==> config.mk <==
export PLATFORM = sky130hd
export DESIGN_NAME = setup_pkt_buf
export DESIGN_NICKNAME = d
export VERILOG_FILES = /design/src/rtl/sbuf_pkg.sv /design/src/rtl/sbuf_wr_ctrl.sv /design/src/rtl/sbuf_store.sv /design/src/rtl/sbuf_rd_ctrl.sv /design/src/rtl/setup_pkt_buf.sv
export SDC_FILE = /design/constraint.sdc
export NUM_CORES = 1
export LEC_CHECK = 0
export BUFFER_PORTS_ARGS = -buffer_cell sky130_fd_sc_hd__buf_4
export CAP_MARGIN = 20
export CORE_ASPECT_RATIO = 1.5
export CORE_MARGIN = 2
export CORE_UTILIZATION = 50
export CTS_CLUSTER_SIZE = 25
export DETAILED_ROUTE_END_ITERATION = 7
export PLACE_DENSITY = 0.68
export RECOVER_POWER = 25
export SLEW_MARGIN = 20
export SYNTH_ARGS = -nofsm -noshare
export SYNTH_HDL_FRONTEND = slang
export SYNTH_SLANG_ARGS = --single-unit
==> constraint.sdc <==
create_clock -name clk -period 3 [get_ports clk]
set_input_delay 0.15 -clock clk [delete_from_list [all_inputs] [get_ports clk]]
set_output_delay 0.15 -clock clk [all_outputs]
set_load 0.01 [all_outputs]
==> src/rtl/sbuf_pkg.sv <==
package sbuf_pkg;
    localparam int unsigned SBUF_DW    = 8;
    localparam int unsigned SBUF_DEPTH = 8;
endpackage

==> src/rtl/sbuf_wr_ctrl.sv <==
module sbuf_wr_ctrl #(
    parameter int unsigned DEPTH = sbuf_pkg::SBUF_DEPTH
) (
    input  logic                     clk,
    input  logic                     rst_n,
    input  logic                     sof_i,
    input  logic                     we_i,
    output logic                     wr_en_o,
    output logic [$clog2(DEPTH)-1:0] wr_idx_o,
    output logic                     pkt_done_o
);
    localparam int unsigned PTR_W = $clog2(DEPTH);
    localparam int unsigned CNT_W = $clog2(DEPTH + 1);

    logic [CNT_W-1:0] cnt_d, cnt_q, base;

    always_comb begin
        base       = sof_i ? '0 : cnt_q;
        wr_en_o    = we_i && (base < CNT_W'(DEPTH));
        wr_idx_o   = base[PTR_W-1:0];
        pkt_done_o = wr_en_o && (base == CNT_W'(DEPTH - 1));
        cnt_d      = wr_en_o ? base + 1'b1 : base;
    end

    always_ff @(posedge clk or negedge rst_n) begin
        if (!rst_n) cnt_q <= '0;
        else        cnt_q <= cnt_d;
    end
endmodule

==> src/rtl/sbuf_store.sv <==
module sbuf_store #(
    parameter int unsigned DW    = sbuf_pkg::SBUF_DW,
    parameter int unsigned DEPTH = sbuf_pkg::SBUF_DEPTH
) (
    input  logic                     clk,
    input  logic                     rst_n,
    input  logic                     wr_en_i,
    input  logic [$clog2(DEPTH)-1:0] wr_idx_i,
    input  logic [DW-1:0]            wr_data_i,
    input  logic [$clog2(DEPTH)-1:0] rd_idx_i,
    output logic [DW-1:0]            rd_data_o
);
    logic [DW-1:0] slot_q [DEPTH];

    for (genvar g = 0; g < DEPTH; g++) begin : g_slot
        logic [DW-1:0] slot_d;
        always_comb begin
            slot_d = slot_q[g];
            if (wr_en_i && (wr_idx_i == g[$clog2(DEPTH)-1:0])) slot_d = wr_data_i;
        end
        always_ff @(posedge clk or negedge rst_n) begin
            if (!rst_n) slot_q[g] <= '0;
            else        slot_q[g] <= slot_d;
        end
    end

    assign rd_data_o = slot_q[rd_idx_i];
endmodule

==> src/rtl/sbuf_rd_ctrl.sv <==
module sbuf_rd_ctrl #(
    parameter int unsigned DW    = sbuf_pkg::SBUF_DW,
    parameter int unsigned DEPTH = sbuf_pkg::SBUF_DEPTH
) (
    input  logic                     clk,
    input  logic                     rst_n,
    input  logic                     sof_i,
    input  logic                     rd_i,
    input  logic                     clr_i,
    input  logic                     pkt_done_i,
    input  logic [DW-1:0]            slot_data_i,
    output logic [$clog2(DEPTH)-1:0] rd_idx_o,
    output logic                     valid_o,
    output logic                     abort_o,
    output logic                     rvalid_o,
    output logic [DW-1:0]            rdata_o
);
    localparam int unsigned PTR_W = $clog2(DEPTH);
    localparam int unsigned CNT_W = $clog2(DEPTH + 1);

    typedef struct packed {
        logic [PTR_W-1:0] rptr;
        logic [CNT_W-1:0] rcnt;
        logic             valid;
        logic             abort;
        logic             rvalid;
        logic [DW-1:0]    rdata;
    } rd_state_t;

    rd_state_t st_d, st_q;
    logic      take;

    always_comb begin
        st_d = st_q;
        take = rd_i && st_q.valid && !sof_i;

        st_d.rvalid = take;
        st_d.rdata  = take ? slot_data_i : '0;
        if (take) begin
            st_d.rptr = (st_q.rptr == PTR_W'(DEPTH - 1)) ? '0 : st_q.rptr + 1'b1;
            st_d.rcnt = st_q.rcnt + 1'b1;
            if (st_q.rcnt == CNT_W'(DEPTH - 1)) st_d.valid = 1'b0;
        end
        if (sof_i) st_d.valid = 1'b0;
        if (pkt_done_i) begin
            st_d.valid = 1'b1;
            st_d.rcnt  = '0;
        end

        if (sof_i && st_q.valid && ((st_q.rcnt != '0) || rd_i)) st_d.abort = 1'b1;
        else if (clr_i)                                         st_d.abort = 1'b0;
    end

    always_ff @(posedge clk or negedge rst_n) begin
        if (!rst_n) st_q <= '0;
        else        st_q <= st_d;
    end

    assign rd_idx_o = st_q.rptr;
    assign valid_o  = st_q.valid;
    assign abort_o  = st_q.abort;
    assign rvalid_o = st_q.rvalid;
    assign rdata_o  = st_q.rdata;
endmodule

==> src/rtl/setup_pkt_buf.sv <==
module setup_pkt_buf #(
    parameter int unsigned DW    = sbuf_pkg::SBUF_DW,
    parameter int unsigned DEPTH = sbuf_pkg::SBUF_DEPTH
) (
    input  logic          clk,
    input  logic          rst_n,
    input  logic          usb_setup_start_i,
    input  logic          usb_byte_we_i,
    input  logic [DW-1:0] usb_byte_i,
    input  logic          cpu_rd_i,
    input  logic          cpu_abort_clr_i,
    output logic [DW-1:0] cpu_rdata_o,
    output logic          cpu_rvalid_o,
    output logic          setup_valid_o,
    output logic          rd_abort_o
);
    localparam int unsigned PTR_W = $clog2(DEPTH);

    logic             wr_en, pkt_done;
    logic [PTR_W-1:0] wr_idx, rd_idx;
    logic [DW-1:0]    slot_data;

    sbuf_wr_ctrl #(.DEPTH(DEPTH)) u_wr (
        .clk(clk), .rst_n(rst_n), .sof_i(usb_setup_start_i), .we_i(usb_byte_we_i),
        .wr_en_o(wr_en), .wr_idx_o(wr_idx), .pkt_done_o(pkt_done)
    );

    sbuf_store #(.DW(DW), .DEPTH(DEPTH)) u_store (
        .clk(clk), .rst_n(rst_n), .wr_en_i(wr_en), .wr_idx_i(wr_idx),
        .wr_data_i(usb_byte_i), .rd_idx_i(rd_idx), .rd_data_o(slot_data)
    );

    sbuf_rd_ctrl #(.DW(DW), .DEPTH(DEPTH)) u_rd (
        .clk(clk), .rst_n(rst_n), .sof_i(usb_setup_start_i), .rd_i(cpu_rd_i),
        .clr_i(cpu_abort_clr_i), .pkt_done_i(pkt_done), .slot_data_i(slot_data),
        .rd_idx_o(rd_idx), .valid_o(setup_valid_o), .abort_o(rd_abort_o),
        .rvalid_o(cpu_rvalid_o), .rdata_o(cpu_rdata_o)
    );
endmodule

* Word level (Yosys, flattened, before mapping) *
Cells that the tools add are included.

storage, ports and cells
  output and inout bits = 11
  logic and storage cells = 67
  input port bits = 14
  register bits = 86

cells by class
  muxes and demuxes = 13
  order comparisons = 2
  equal/unequal tests = 10
  $add $sub $neg = 3
  reduce and logical (&&, ||, !) cells = 23
  bitwise operators = 1

operators with widths
  kind                                                 number
  binary-select mux 8 bit (select 3 bit)               1
  two-way mux 8 bit                                    3
  equality test 3 bit, second input constant           5
  logical AND 1 bit                                    14
  two-way mux 5 bit                                    2
  adder 4 x 1 -> 4 bit, second input constant          2
  equality test 4 x 3 -> 1 bit, second input constant  2
  two-way mux 4 bit                                    2
  equality test 3 x 2 -> 1 bit, second input constant  2
  nonzero test 3 bit                                   2
  >= comparator 4 bit, second input constant           1
  < comparator 4 bit, second input constant            1
  two-way mux 1 bit                                    4
  NOT 3 -> 4 bit                                       1
  nonzero test 2 bit                                   2
  nonzero test 4 bit                                   1
  adder 3 x 1 -> 3 bit, second input constant          1
  equality test 3 x 1 -> 1 bit, second input constant  1
  logical NOT 3 bit                                    1
  two-way mux 3 bit                                    1
  AND reduction 2 bit                                  1
  logical NOT 1 bit                                    1
  logical OR 1 bit                                     1

* Depth between registers and ports, before layout *
Gate-level depths: netlist of run 1.

  depth in word-level cells = 6
  mapped depth = 6
  mapped depth without buffers = 5

* Cells and area by module *
A second synthesis of run 1 with hierarchy kept.

unflattened totals
  cells, all modules = 260
  area total of the unflattened synthesis = 4063.9 um^2

by module, submodules not included
  module        instances  sequential area each (um^2)  area each (um^2)  cells an instance
  sbuf_store    1          1601.5                       2992.9            172
  sbuf_rd_ctrl  1          450.4                        834.6             68
  sbuf_wr_ctrl  1          100.1                        236.5             20

* Least setup slack after synthesis of run 1 *
Ideal clock, no wire load.

  path type = reg-to-reg
  start point = reg u_wr.cnt_q[1]
  end point = reg u_store.slot_q[32] (netlist name)
  required time = 2.875 ns
  period minus slack after synthesis = 1.556 ns
  stages on the path, launching flop included = 6
  path slack = 1.444 ns
  path buffers = 0
  library setup time = 0.125 ns
  arrival time = 1.431 ns
  path through = dfrtp_1 -> nor2b_1 -> ha_1 -> ha_1 -> o211ai_2 -> mux2_2

on the way
  longest elaborated chain between the ends = 4
  elaborated cells on any way between the ends = 5
  those cells by class = order compare (1); eq/ne (1); mux (1); reduce/logical (2)

ends and longest elaborated chain
  what                            RTL line            text
  start: declaration              sbuf_wr_ctrl.sv:15  logic [CNT_W-1:0] cnt_d, cnt_q, base;
  start signal: assignment        sbuf_wr_ctrl.sv:27  else cnt_q <= cnt_d;
  two-way mux 4 bit (*)           sbuf_wr_ctrl.sv:18  base = sof_i ? '0 : cnt_q;
  < comparator 4 bit              sbuf_wr_ctrl.sv:19  wr_en_o = we_i && (base < CNT_W'(DEPTH));
  logical AND 1 bit               sbuf_wr_ctrl.sv:19
  logical AND 1 bit (*)           sbuf_store.sv:19    if (wr_en_i && (wr_idx_i == g[$clog2(DEPTH)-1:0])) slot_d = wr_data_i;
  end signal: indexed assignment  sbuf_store.sv:23    else slot_q[g] <= slot_d;
  end: declaration                sbuf_store.sv:13    logic [DW-1:0] slot_q [DEPTH];

Every way passes the cells marked *; elsewhere a longest branch is shown, timed or not.
A chain may end at the register's enable or synchronous reset.

==> results.tsv, run 1 <==
stage	metric	value	unit
final_layout	P&R area growth vs syn	11.19	%
timing	Setup-failing EPs final	0	
place	post-place instance area	0.004194	sq mm
floorplanning	Die Y-Extent	113.4	microns
yosys	Cell Area, Synth	0.003993	sq mm
yosys	async set or reset register ratio after synthesis	1.000	
route	DR vias	2338	
place	HPWL Detailed	4.902	mm
timing	Final Cycle Share	0.5986	
timing	pins over their slew limit	0	
clock_network	clock root cell	clkbuf_16	
yosys	Seq/Total Area, Yosys	0.5390	
route	Antenna Nets Post-Route	0	
global_route	first-pass GRT wire length	12.78	mm
route	Routed WL	7.635	mm
timing	worst slew pin tran	0.8472	ns
floorplanning	Core Area	0.007661	sq mm
route	vias per cell	5.607	
yosys	Syn Nets	315	
clock_network	CTS buffer count	9	
floorplanning	die area	0.008730	sq mm
yosys	Ys Warns	0	
outcome	outcome	completed	
clock_network	Clock Sinks	86	
route	DRT Pass-1 Iters	4	
power	Lkg Pwr	2.057	nW
clock_network	H-tree levels	3	
place	dpl ws	1.190	ns
floorplanning	Chip Width	76.96	microns
power	Sw Share	0.2276	
route	DRC Markers	0	
worst_setup_path	kind of critical path	reg -> reg	
power	internal power	2.072	mW
timing	RSZ-0062 raised after global routing	no	
yosys	number of synthesized flops with an enable pin	0	
power	Reg power frac	0.513	
timing	Worst Hold Slack	0.01724	ns
place	Placer Congestion	0.7603	
worst_setup_path	Required @ worst endpoint	3.22	ns
power	sw power	0.6105	mW
final_layout	share of cells above drive strength 1	0.3270	
floorplanning	std cell rows	39	
clock_network	Clock transition at path regs	0.06	ns
clock_network	clk_lat worst skew	0.33	ns
timing	Tmin final	1.796	ns
power	PD cells	604.3	mW/mm^2
global_route	antenna violations before repair	0	
floorplanning	Initial Utilization	0.5211	
floorplanning	io pins	25	
clock_network	cts repair resizes	0	
yosys	Yosys reg bits	86	
final_layout	Final Instance Area	0.004439	sq mm
global_route	vias in the first global route	2459	
worst_setup_path	crit end category	flip-flop	
power	Logic pwr share	0.106	
clock_network	CTS tree	yes	
worst_hold_path	Hold Path Class	in -> reg	
final_layout	diode count	0	
timing	clk_skew	0.003992	ns
clock_network	CTS Buffer Depth	2	
final_layout	fin util	0.5795	
yosys	synthesized instance count	291	
global_route	grt ovf	0	
yosys	Cell variety after synth	38	
final_layout	Layout Cells excl Fill	417	
timing	setup_tns	0	ns
global_route	largest net degree at the start of global routing	87	
final_layout	Total Nets Final	335	
route	1st-iter DRT viols	172	
timing	setup ws final	1.204	ns
worst_setup_path	CP startpoint kind	flip-flop	
global_route	GRT Util Overall	0.1930	
worst_setup_path	Critical Path Fanout Max	21	
route	wire length per cell	18.31	microns
yosys	Synth Flop Type	dfrtp_1	
worst_setup_path	worst endpoint data arrival time	2.02	ns
place	port buffer count	24	
timing	Max-slew headroom	0.4340	
timing	f_max	0.5569	GHz
place	Cells after DPL	401	
yosys	Post-Syn Area per Cell	13.72	sq um
timing	final-report hold violation count	0	
power	clock share of power	0.381	
power	worst vdd ir	0.2981	mV
power	PnR Total Power	2.683	mW
flow_run	max cap viols	0	
[worst max-delay path: stages (launching register included)]
cell and delay (ns):
dfrtp_2 0.75, buf_4 0.38, mux2i_1 0.21, a22oi_1 0.10, and3_1 0.24
[flip-flops by register name (all words and copies together), names as in the netlist]
register        flops
u_wr.cnt_q          4
u_rd.rdata_o        8
u_rd.rd_idx_o       3
u_store.slot_q     64
u_rd.valid_o        1
u_rd.rvalid_o       1
u_rd.abort_o        1
u_rd.st_q           4
[cells by family (layout without fill, tap and decap cells)]
group                    count (synthesis)  count (layout)  share of synthesized area
multiplexers                            98              98                     0.2661
flip-flops                              86              86                     0.5390
AND/OR/NAND/NOR                         37              37                    0.06205
AO/OA/AOI/OAI                           32              32                    0.05986
buffers and inverters                   26              50                    0.03729
adder cells (fa/ha/maj)                 10              10                    0.03134
XOR/XNOR                                 2               2                   0.004388
[cell type report]
class	instances	area, sq um
Fill cell	644	3222
Sequential cell	86	2153
Multi-Input combinational cell	179	1692
Clock buffer	14	264.0
Timing Repair Buffer	26	163.9
Tap cell	102	127.6
Inverter	9	33.78
Clock inverter	1	5.005
[metal layers]
layer	up-vias	GRT usage	routed length [microns]
li1	1090	-	-
met1	1194	0.2411	3272
met2	41	0.3216	3955
met3	13	0.03639	238
met4	0	0.09697	169
met5	-	0	0
[power groups by stage]
stage | registers, mW | logic, mW | clock network, mW
after floorplan | 1.37 | 0.210 | 0
after global placement | 1.40 | 0.278 | 0
after detailed placement | 1.40 | 0.287 | 0
after CTS | 1.38 | 0.288 | 1.04
after global routing | 1.39 | 0.319 | 1.10
final | 1.38 | 0.283 | 1.02
[path summary, 6_finish.rpt]
check / startpoint / to / slack (ns) / depth (start not counted)
setup / recovery: u_rd.rd_idx_o[1]$_DFFE_PN0P_ / u_rd.rdata_o[0]$_DFF_PN0_ / 1.20 / 4
min in group asynchronous: rst_n / u_store.slot_q[43]$_DFFE_PN0P_ / 0.43 / 2
hold / removal: cpu_abort_clr_i / u_rd.abort_o$_DFFE_PN0P_ / 0.02 / 2
max in group asynchronous: rst_n / u_rd.rd_idx_o[1]$_DFFE_PN0P_ / 1.98 / 2
hold reg to reg: u_store.slot_q[15]$_DFFE_PN0P_ / u_store.slot_q[15]$_DFFE_PN0P_ / 0.50 / 1
setup reg to reg: u_rd.rd_idx_o[1]$_DFFE_PN0P_ / u_rd.rdata_o[0]$_DFF_PN0_ / 1.20 / 4
[Yosys cell counts (3+ instances only)]
cell     number  share of area
dfrtp_1      86           0.54
a22oi_1      16          0.030
buf_1         3         0.0028
a22o_1        3         0.0066
nor2_1        4         0.0038
buf_4        11          0.021
mux2_2       64           0.18
mux2i_1      33          0.083
o21ai_0       3         0.0038
inv_1         9         0.0085
nand3_2       3         0.0075
a21oi_1       3         0.0038
nand2_2       3         0.0047
nor2b_1       5         0.0078
ha_1         10          0.031
and3_1        8          0.013
[what timing repair did]
| item | in CTS | in global routing |
|---|---|---|
| setup buffers | 0 | 0 |
| hold endpoints to repair | 0 | 86 |
| hold buffers | 0 | 1 |
[layout by cell type (no fill, tap or decap), drive strengths merged, types with 2 or more instances in the layout]
cell and count:
nand2 5, mux2i 33, inv 9, mux2 65, buf 15, nor2 4
nand3 4, and2 2, o21ai 3, ha 10, clkbuf 24, o211ai 2
and3 8, nand4b 2, dfrtp 86, a21oi 3, nor2b 5, a22oi 16
a22o 3
Power figures use the tool's default switching activity.
==> run 2, diff against run 1 <==
Settings changed: ABC_AREA from default to 1.
Clock period 3 ns to 1.85 ns, I/O delays scaled along.
==> results.tsv, run 2 <==
stage	metric	value	unit
outcome	outcome	completed	
timing	setup ws final	0.3013	ns
final_layout	Layout Cells excl Fill	656	
final_layout	Total Nets Final	570	
final_layout	commonest non-fill, non-tap cells in the layout	nand2_1 (159), dfrtp_1 (86), inv_1 (83), o21ai_0 (58), nand3_1 (50)	
timing	f_max	0.6457	GHz
final_layout	fin util	0.5812	
route	DR vias	3261	
yosys	leading post-synthesis cells by cell area	dfrtp_1 (52%), nand2_1 (14%), inv_1 (7.5%)	
yosys	adder-cell share of the synthesized area	0.03008	
timing	Final Cycle Share	0.8371	
worst_setup_path	FF-to-FF setup slack	0.30	ns
power	PnR Total Power	4.770	mW
clock_network	CTS buffer count	9	
yosys	simple-gate share of the synthesized area	0.2383	
yosys	mux cell area share after synthesis	0	
final_layout	Biggest register	u_store.slot_q	
power	Lkg Pwr	2.324	nW
route	1st-iter DRT viols	284	
timing	worst slew pin tran	0.7238	ns
yosys	Post-Syn Area per Cell	7.847	sq um
floorplanning	std cell rows	40	
place	HPWL Detailed	6.076	mm
final_layout	Largest register FFs	64	
worst_setup_path	kind of critical path	reg -> reg	
clock_network	clock root cell	clkbuf_16	
global_route	vias in the first global route	3222	
place	post-place instance area	0.004392	sq mm
route	wire length per cell	13.87	microns
yosys	largest family of logic cells by synthesized area	simple AND/OR/NAND/NOR gates	
yosys	async set or reset register ratio after synthesis	1.000	
power	worst vdd ir	0.5982	mV
route	Antenna Nets Post-Route	0	
timing	final-report hold violation count	0	
global_route	GRT Util Overall	0.2233	
floorplanning	Core Area	0.008058	sq mm
final_layout	share of cells above drive strength 1	0.08711	
route	DRC Markers	0	
floorplanning	die area	0.009078	sq mm
clock_network	CTS tree	yes	
timing	Setup-failing EPs final	0	
yosys	top post-synthesis cells by count	nand2_1 (158), dfrtp_1 (86), inv_1 (83), o21ai_0 (58), nand3_1 (50)	
yosys	cell taking the most area after synthesis	dfrtp_1	
route	DRT Pass-1 Iters	4	
floorplanning	Initial Utilization	0.5161	
worst_setup_path	crit end category	flip-flop	
global_route	grt ovf	0	
yosys	Seq/Total Area, Yosys	0.5174	
clock_network	clk_lat worst skew	0.34	ns
final_layout	commonest non-fill, non-tap cell in the layout	nand2_1	
yosys	most common cell in the netlist	nand2_1	
yosys	Synth Flop Type	dfrtp_1	
timing	pins over their slew limit	0	
yosys	Cell variety after synth	21	
clock_network	CTS Buffer Depth	2	
timing	RSZ-0062 raised after global routing	no	
timing	setup_tns	0	ns
clock_network	Clock Sinks	86	
worst_setup_path	CP startpoint kind	flip-flop	
floorplanning	Die Y-Extent	115.7	microns
place	port buffer count	24	
route	Routed WL	9.099	mm
yosys	Cell Area, Synth	0.004159	sq mm
timing	Worst Hold Slack	0.04158	ns
clock_network	cts repair resizes	0	
clock_network	H-tree levels	3	
global_route	antenna violations before repair	0	
clock_network	Clock transition at path regs	0.06	ns
worst_hold_path	Hold Path Class	in -> reg	
yosys	post-synthesis compound-gate area fraction	0.09537	
final_layout	P&R area growth vs syn	12.61	%
yosys	Yosys reg bits	86	
global_route	largest net degree at the start of global routing	60	
place	dpl ws	0.3147	ns
yosys	top-area cell type share of the netlist area	0.5174	
yosys	synthesized instance count	530	
worst_setup_path	worst endpoint data arrival time	1.76	ns
power	PD cells	1018	mW/mm^2
floorplanning	Chip Width	78.47	microns
global_route	first-pass GRT wire length	15.53	mm
flow_run	max cap viols	0	
final_layout	Final Instance Area	0.004683	sq mm
place	Cells after DPL	638	
yosys	Syn Nets	554	
timing	Tmin final	1.549	ns
place	Placer Congestion	0.8194	
yosys	number of synthesized flops with an enable pin	0	
yosys	Synth Area in XOR/XNOR	0.002106	
final_layout	diode count	0	
worst_setup_path	Required @ worst endpoint	2.06	ns
timing	Max-slew headroom	0.5175	
route	vias per cell	4.971	
yosys	Ys Warns	0	
floorplanning	io pins	25	
timing	clk_skew	0.006304	ns
worst_setup_path	Critical Path Fanout Max	16	
[run 2: changes by cell type after synthesis, moves of 33 or more]
| cell | change |
|---|---|
| mux2_2 | -64 |
| inv_1 | +74 |
| mux2i_1 | -33 |
| nand2_1 | +156 |
| nand3_1 | +49 |
| o21ai_0 | +55 |
[run 2: layout make-up]
cell class,instances,area (sq um)
fill,742,3374
sequential,86,2152
multi-input combinational,327,1519
inverter,87,326.6
clock buffer,13,260.3
timing repair buffer,35,251.5
tap,105,131.4
clock inverter,3,42.54
[run 2: worst max-delay path: stages (launching register included)]
cell	delay [ns]
dfrtp_1	0.41
a21boi_4	0.38
nand3_2	0.39
nand2_1	0.17
o21ai_1	0.07
[run 2: power breakdown]
group	total [mW]	switching (mW)	internal, mW	leakage (nW)
Clock	1.82	0.703	1.12	0.146
Combinational	0.653	0.403	0.250	1.04
Sequential	2.30	0.144	2.15	1.14
Total	4.77	1.25	3.52	2.32
[run 2: timing repair]
item                      in CTS  in global routing
setup buffers                  0                  0
hold buffers                   2                  0
hold endpoints to repair      28                  0
[run 2: kinds of logic after synthesis]
family                     Yosys count
xor gates and xnor gates             1
buffers and inverters              117
DFF                                 86
adders and majority gates           10
AOI/OAI and AO/OA                   76
and+or+nand+nor                    240
[run 2: final timing paths]
kind                                                  end  cells past startpoint                            from
min in group asynchronous       u_rd.st_q[13]$_DFFE_PN0P_                      2                           rst_n
min reg2reg                u_store.slot_q[52]$_DFFE_PN0P_                      2  u_store.slot_q[52]$_DFFE_PN0P_
max                        u_store.slot_q[17]$_DFFE_PN0P_                      4         u_wr.cnt_q[3]$_DFF_PN0_
max in group asynchronous  u_store.slot_q[33]$_DFFE_PN0P_                      3                           rst_n
max reg2reg                u_store.slot_q[17]$_DFFE_PN0P_                      4         u_wr.cnt_q[3]$_DFF_PN0_
min                               u_wr.cnt_q[3]$_DFF_PN0_                      3                   usb_byte_we_i
[run 2: layer usage]
metal | share of wire | global-route usage | wire [microns]
met4 | 0.019 | 0.08538 | 170
met5 | 0 | 0 | 0
met3 | 0.037 | 0.05062 | 338
met1 | 0.45 | 0.2806 | 4070
met2 | 0.50 | 0.3776 | 4519
==> run 3, diff against run 2 <==
Clock period 1.85 ns to 1.6 ns, I/O delays scaled along.
==> results.tsv, run 3 (synthesized netlist as in run 2, its figures left out) <==
stage	metric	value	unit
final_layout	Biggest register	u_store.slot_q	
timing	Max-slew headroom	0.6128	
worst_setup_path	R2R cell count	7	
route	DR vias	3349	
worst_setup_path	slowest CP cell	dfrtp_1	
final_layout	Largest register FFs	64	
route	vias per cell	5.029	
final_layout	P&R area growth vs syn	15.76	%
power	internal power	3.889	mW
place	port buffer count	24	
timing	pins over their slew limit	0	
global_route	GRT Util Overall	0.2238	
worst_setup_path	Critical Path Fanout Max	16	
clock_network	CTS tree	yes	
worst_setup_path	worst r2r src	u_wr.cnt_q[0]$_DFF_PN0_	
power	sw power	1.453	mW
final_layout	diode count	0	
timing	Tmin final	1.479	ns
floorplanning	io pins	25	
clock_network	Clock Sinks	86	
timing	final-report hold violation count	0	
clock_network	clock root cell	clkbuf_16	
power	clock share of power	0.362	
worst_setup_path	RR Endpoint	u_store.slot_q[33]$_DFFE_PN0P_	
power	Sw Share	0.2720	
clock_network	CTS Buffer Depth	2	
route	Routed WL	9.283	mm
power	Lkg Pwr	2.423	nW
route	wire length per cell	13.94	microns
floorplanning	Chip Width	78.47	microns
global_route	antenna violations before repair	0	
final_layout	commonest non-fill, non-tap cell in the layout	nand2_1	
timing	RSZ-0062 raised after global routing	no	
timing	clk_skew	0.004278	ns
place	Placer Congestion	0.8038	
clock_network	clk_lat worst skew	0.34	ns
floorplanning	Core Area	0.008058	sq mm
final_layout	Total Nets Final	580	
worst_setup_path	worst endpoint data arrival time	1.73	ns
final_layout	commonest non-fill, non-tap cells in the layout	nand2_1 (158), dfrtp_1 (86), inv_1 (83), o21ai_0 (58), nand3_1 (50)	
power	worst vdd ir	0.6356	mV
global_route	largest net degree at the start of global routing	44	
route	DRC Markers	0	
timing	Worst Hold Slack	0.01296	ns
worst_setup_path	CP startpoint kind	flip-flop	
power	Reg power frac	0.496	
worst_setup_path	Critical Path End	u_store.slot_q[33]$_DFFE_PN0P_	
worst_setup_path	kind of critical path	reg -> reg	
timing	Setup-failing EPs final	0	
place	HPWL Detailed	6.378	mm
timing	worst slew pin tran	0.5808	ns
floorplanning	Initial Utilization	0.5161	
timing	f_max	0.6762	GHz
clock_network	CTS buffer count	9	
floorplanning	Die Y-Extent	115.7	microns
worst_setup_path	Required @ worst endpoint	1.85	ns
clock_network	Clock transition at path regs	0.06	ns
power	PD cells	1109	mW/mm^2
worst_hold_path	Hold Path Class	in -> reg	
final_layout	Fillers	763	
worst_setup_path	crit-path cells	nand2_1, inv_1, ha_1, ha_1, nand2_4, nand2_1, o21ai_0	
global_route	vias in the first global route	3235	
route	DRT Pass-1 Iters	5	
route	Antenna Nets Post-Route	0	
flow_run	max cap viols	0	
clock_network	post-CTS repair timing setup buffer count	0	
global_route	first-pass GRT wire length	15.33	mm
outcome	outcome	completed	
final_layout	share of cells above drive strength 1	0.1212	
power	Logic pwr share	0.142	
worst_setup_path	crit end category	flip-flop	
floorplanning	std cell rows	40	
global_route	grt ovf	0	
worst_setup_path	slowest cell delay on critical path	0.38	ns
timing	Final Cycle Share	0.9243	
timing	setup_tns	0	ns
clock_network	H-tree levels	3	
route	1st-iter DRT viols	183	
worst_setup_path	FF-to-FF setup slack	0.12	ns
floorplanning	die area	0.009078	sq mm
worst_setup_path	critical path startpoint	u_wr.cnt_q[0]$_DFF_PN0_	
==> run 3: worst min path at each step <==
stage                              from                  endpoint  slack, ns  cells after the start
final                     usb_byte_we_i   u_wr.cnt_q[3]$_DFF_PN0_       0.01                      3
after global routing      usb_byte_we_i   u_wr.cnt_q[3]$_DFF_PN0_       0.06                      3
after CTS                 usb_byte_we_i   u_wr.cnt_q[3]$_DFF_PN0_       0.01                      3
after detailed placement          rst_n   u_wr.cnt_q[1]$_DFF_PN0_      -0.03                      1
after global placement            rst_n   u_wr.cnt_q[2]$_DFF_PN0_      -0.03                      1
after floorplan                   rst_n  u_rd.abort_o$_DFFE_PN0P_      -0.22                      0
==> run 3: layout make-up <==
| type | instances | area, sq um | area share |
|---|---|---|---|
| well taps | 105 | 131.4 | 0.02729 |
| flip-flops and latches | 86 | 2152 | 0.4470 |
| clock inverters | 5 | 35.03 | 0.007277 |
| clock buffers | 11 | 242.7 | 0.05042 |
| repair buffers | 45 | 392.9 | 0.08160 |
| multi-input cells | 327 | 1534 | 0.3186 |
| inverters | 87 | 326.6 | 0.06783 |
==> run 3: critical path: cells and delay by family, from the launching register on <==
family | cells | cell delay [ns]
compound gates | 1 | 0.09
fa+ha+maj | 2 | 0.45
buf+inv | 1 | 0.11
flops | 1 | 0.38
simple gates | 3 | 0.36
==> run 3: power by group through the flow <==
stage               Sequential (mW)  Combinational [mW]  Clock [mW]
floorplan                      2.64               0.533           0
global placement               2.68               0.734           0
detailed placement             2.69               0.761           0
CTS                            2.65               0.774        1.97
global route                   2.69               0.911        2.05
finish                         2.65               0.760        1.93
==> run 3: metal layers <==
metal | part of all wire | global-route usage | vias to the layer above
met5 | 0 | 0 | -
met4 | 0.023 | 0.08889 | 0
met3 | 0.036 | 0.04361 | 17
met2 | 0.52 | 0.4069 | 62
met1 | 0.42 | 0.2589 | 1598
li1 | - | - | 1672
==> run 3: metrics by stage <==
stage                     power [mW]  setup slack, ns    util  area [sq um]  std cells
after floorplan                3.178           0.1456       -          4159        530
after global placement         3.410           0.1873  0.5606          4517        648
after detailed placement       3.446          0.08321  0.5606          4517        648
after CTS                      5.392          0.05490  0.5975          4815        666
after global routing           5.650          0.04688  0.5975          4815        666
final                          5.342           0.1211  0.5975          4815        666
==> run 3: what timing repair did <==
item	in CTS	in global routing
hold endpoints to repair	60	0
hold buffers	2	0
endpoints found under the setup margin	0	16
resized for setup	0	3
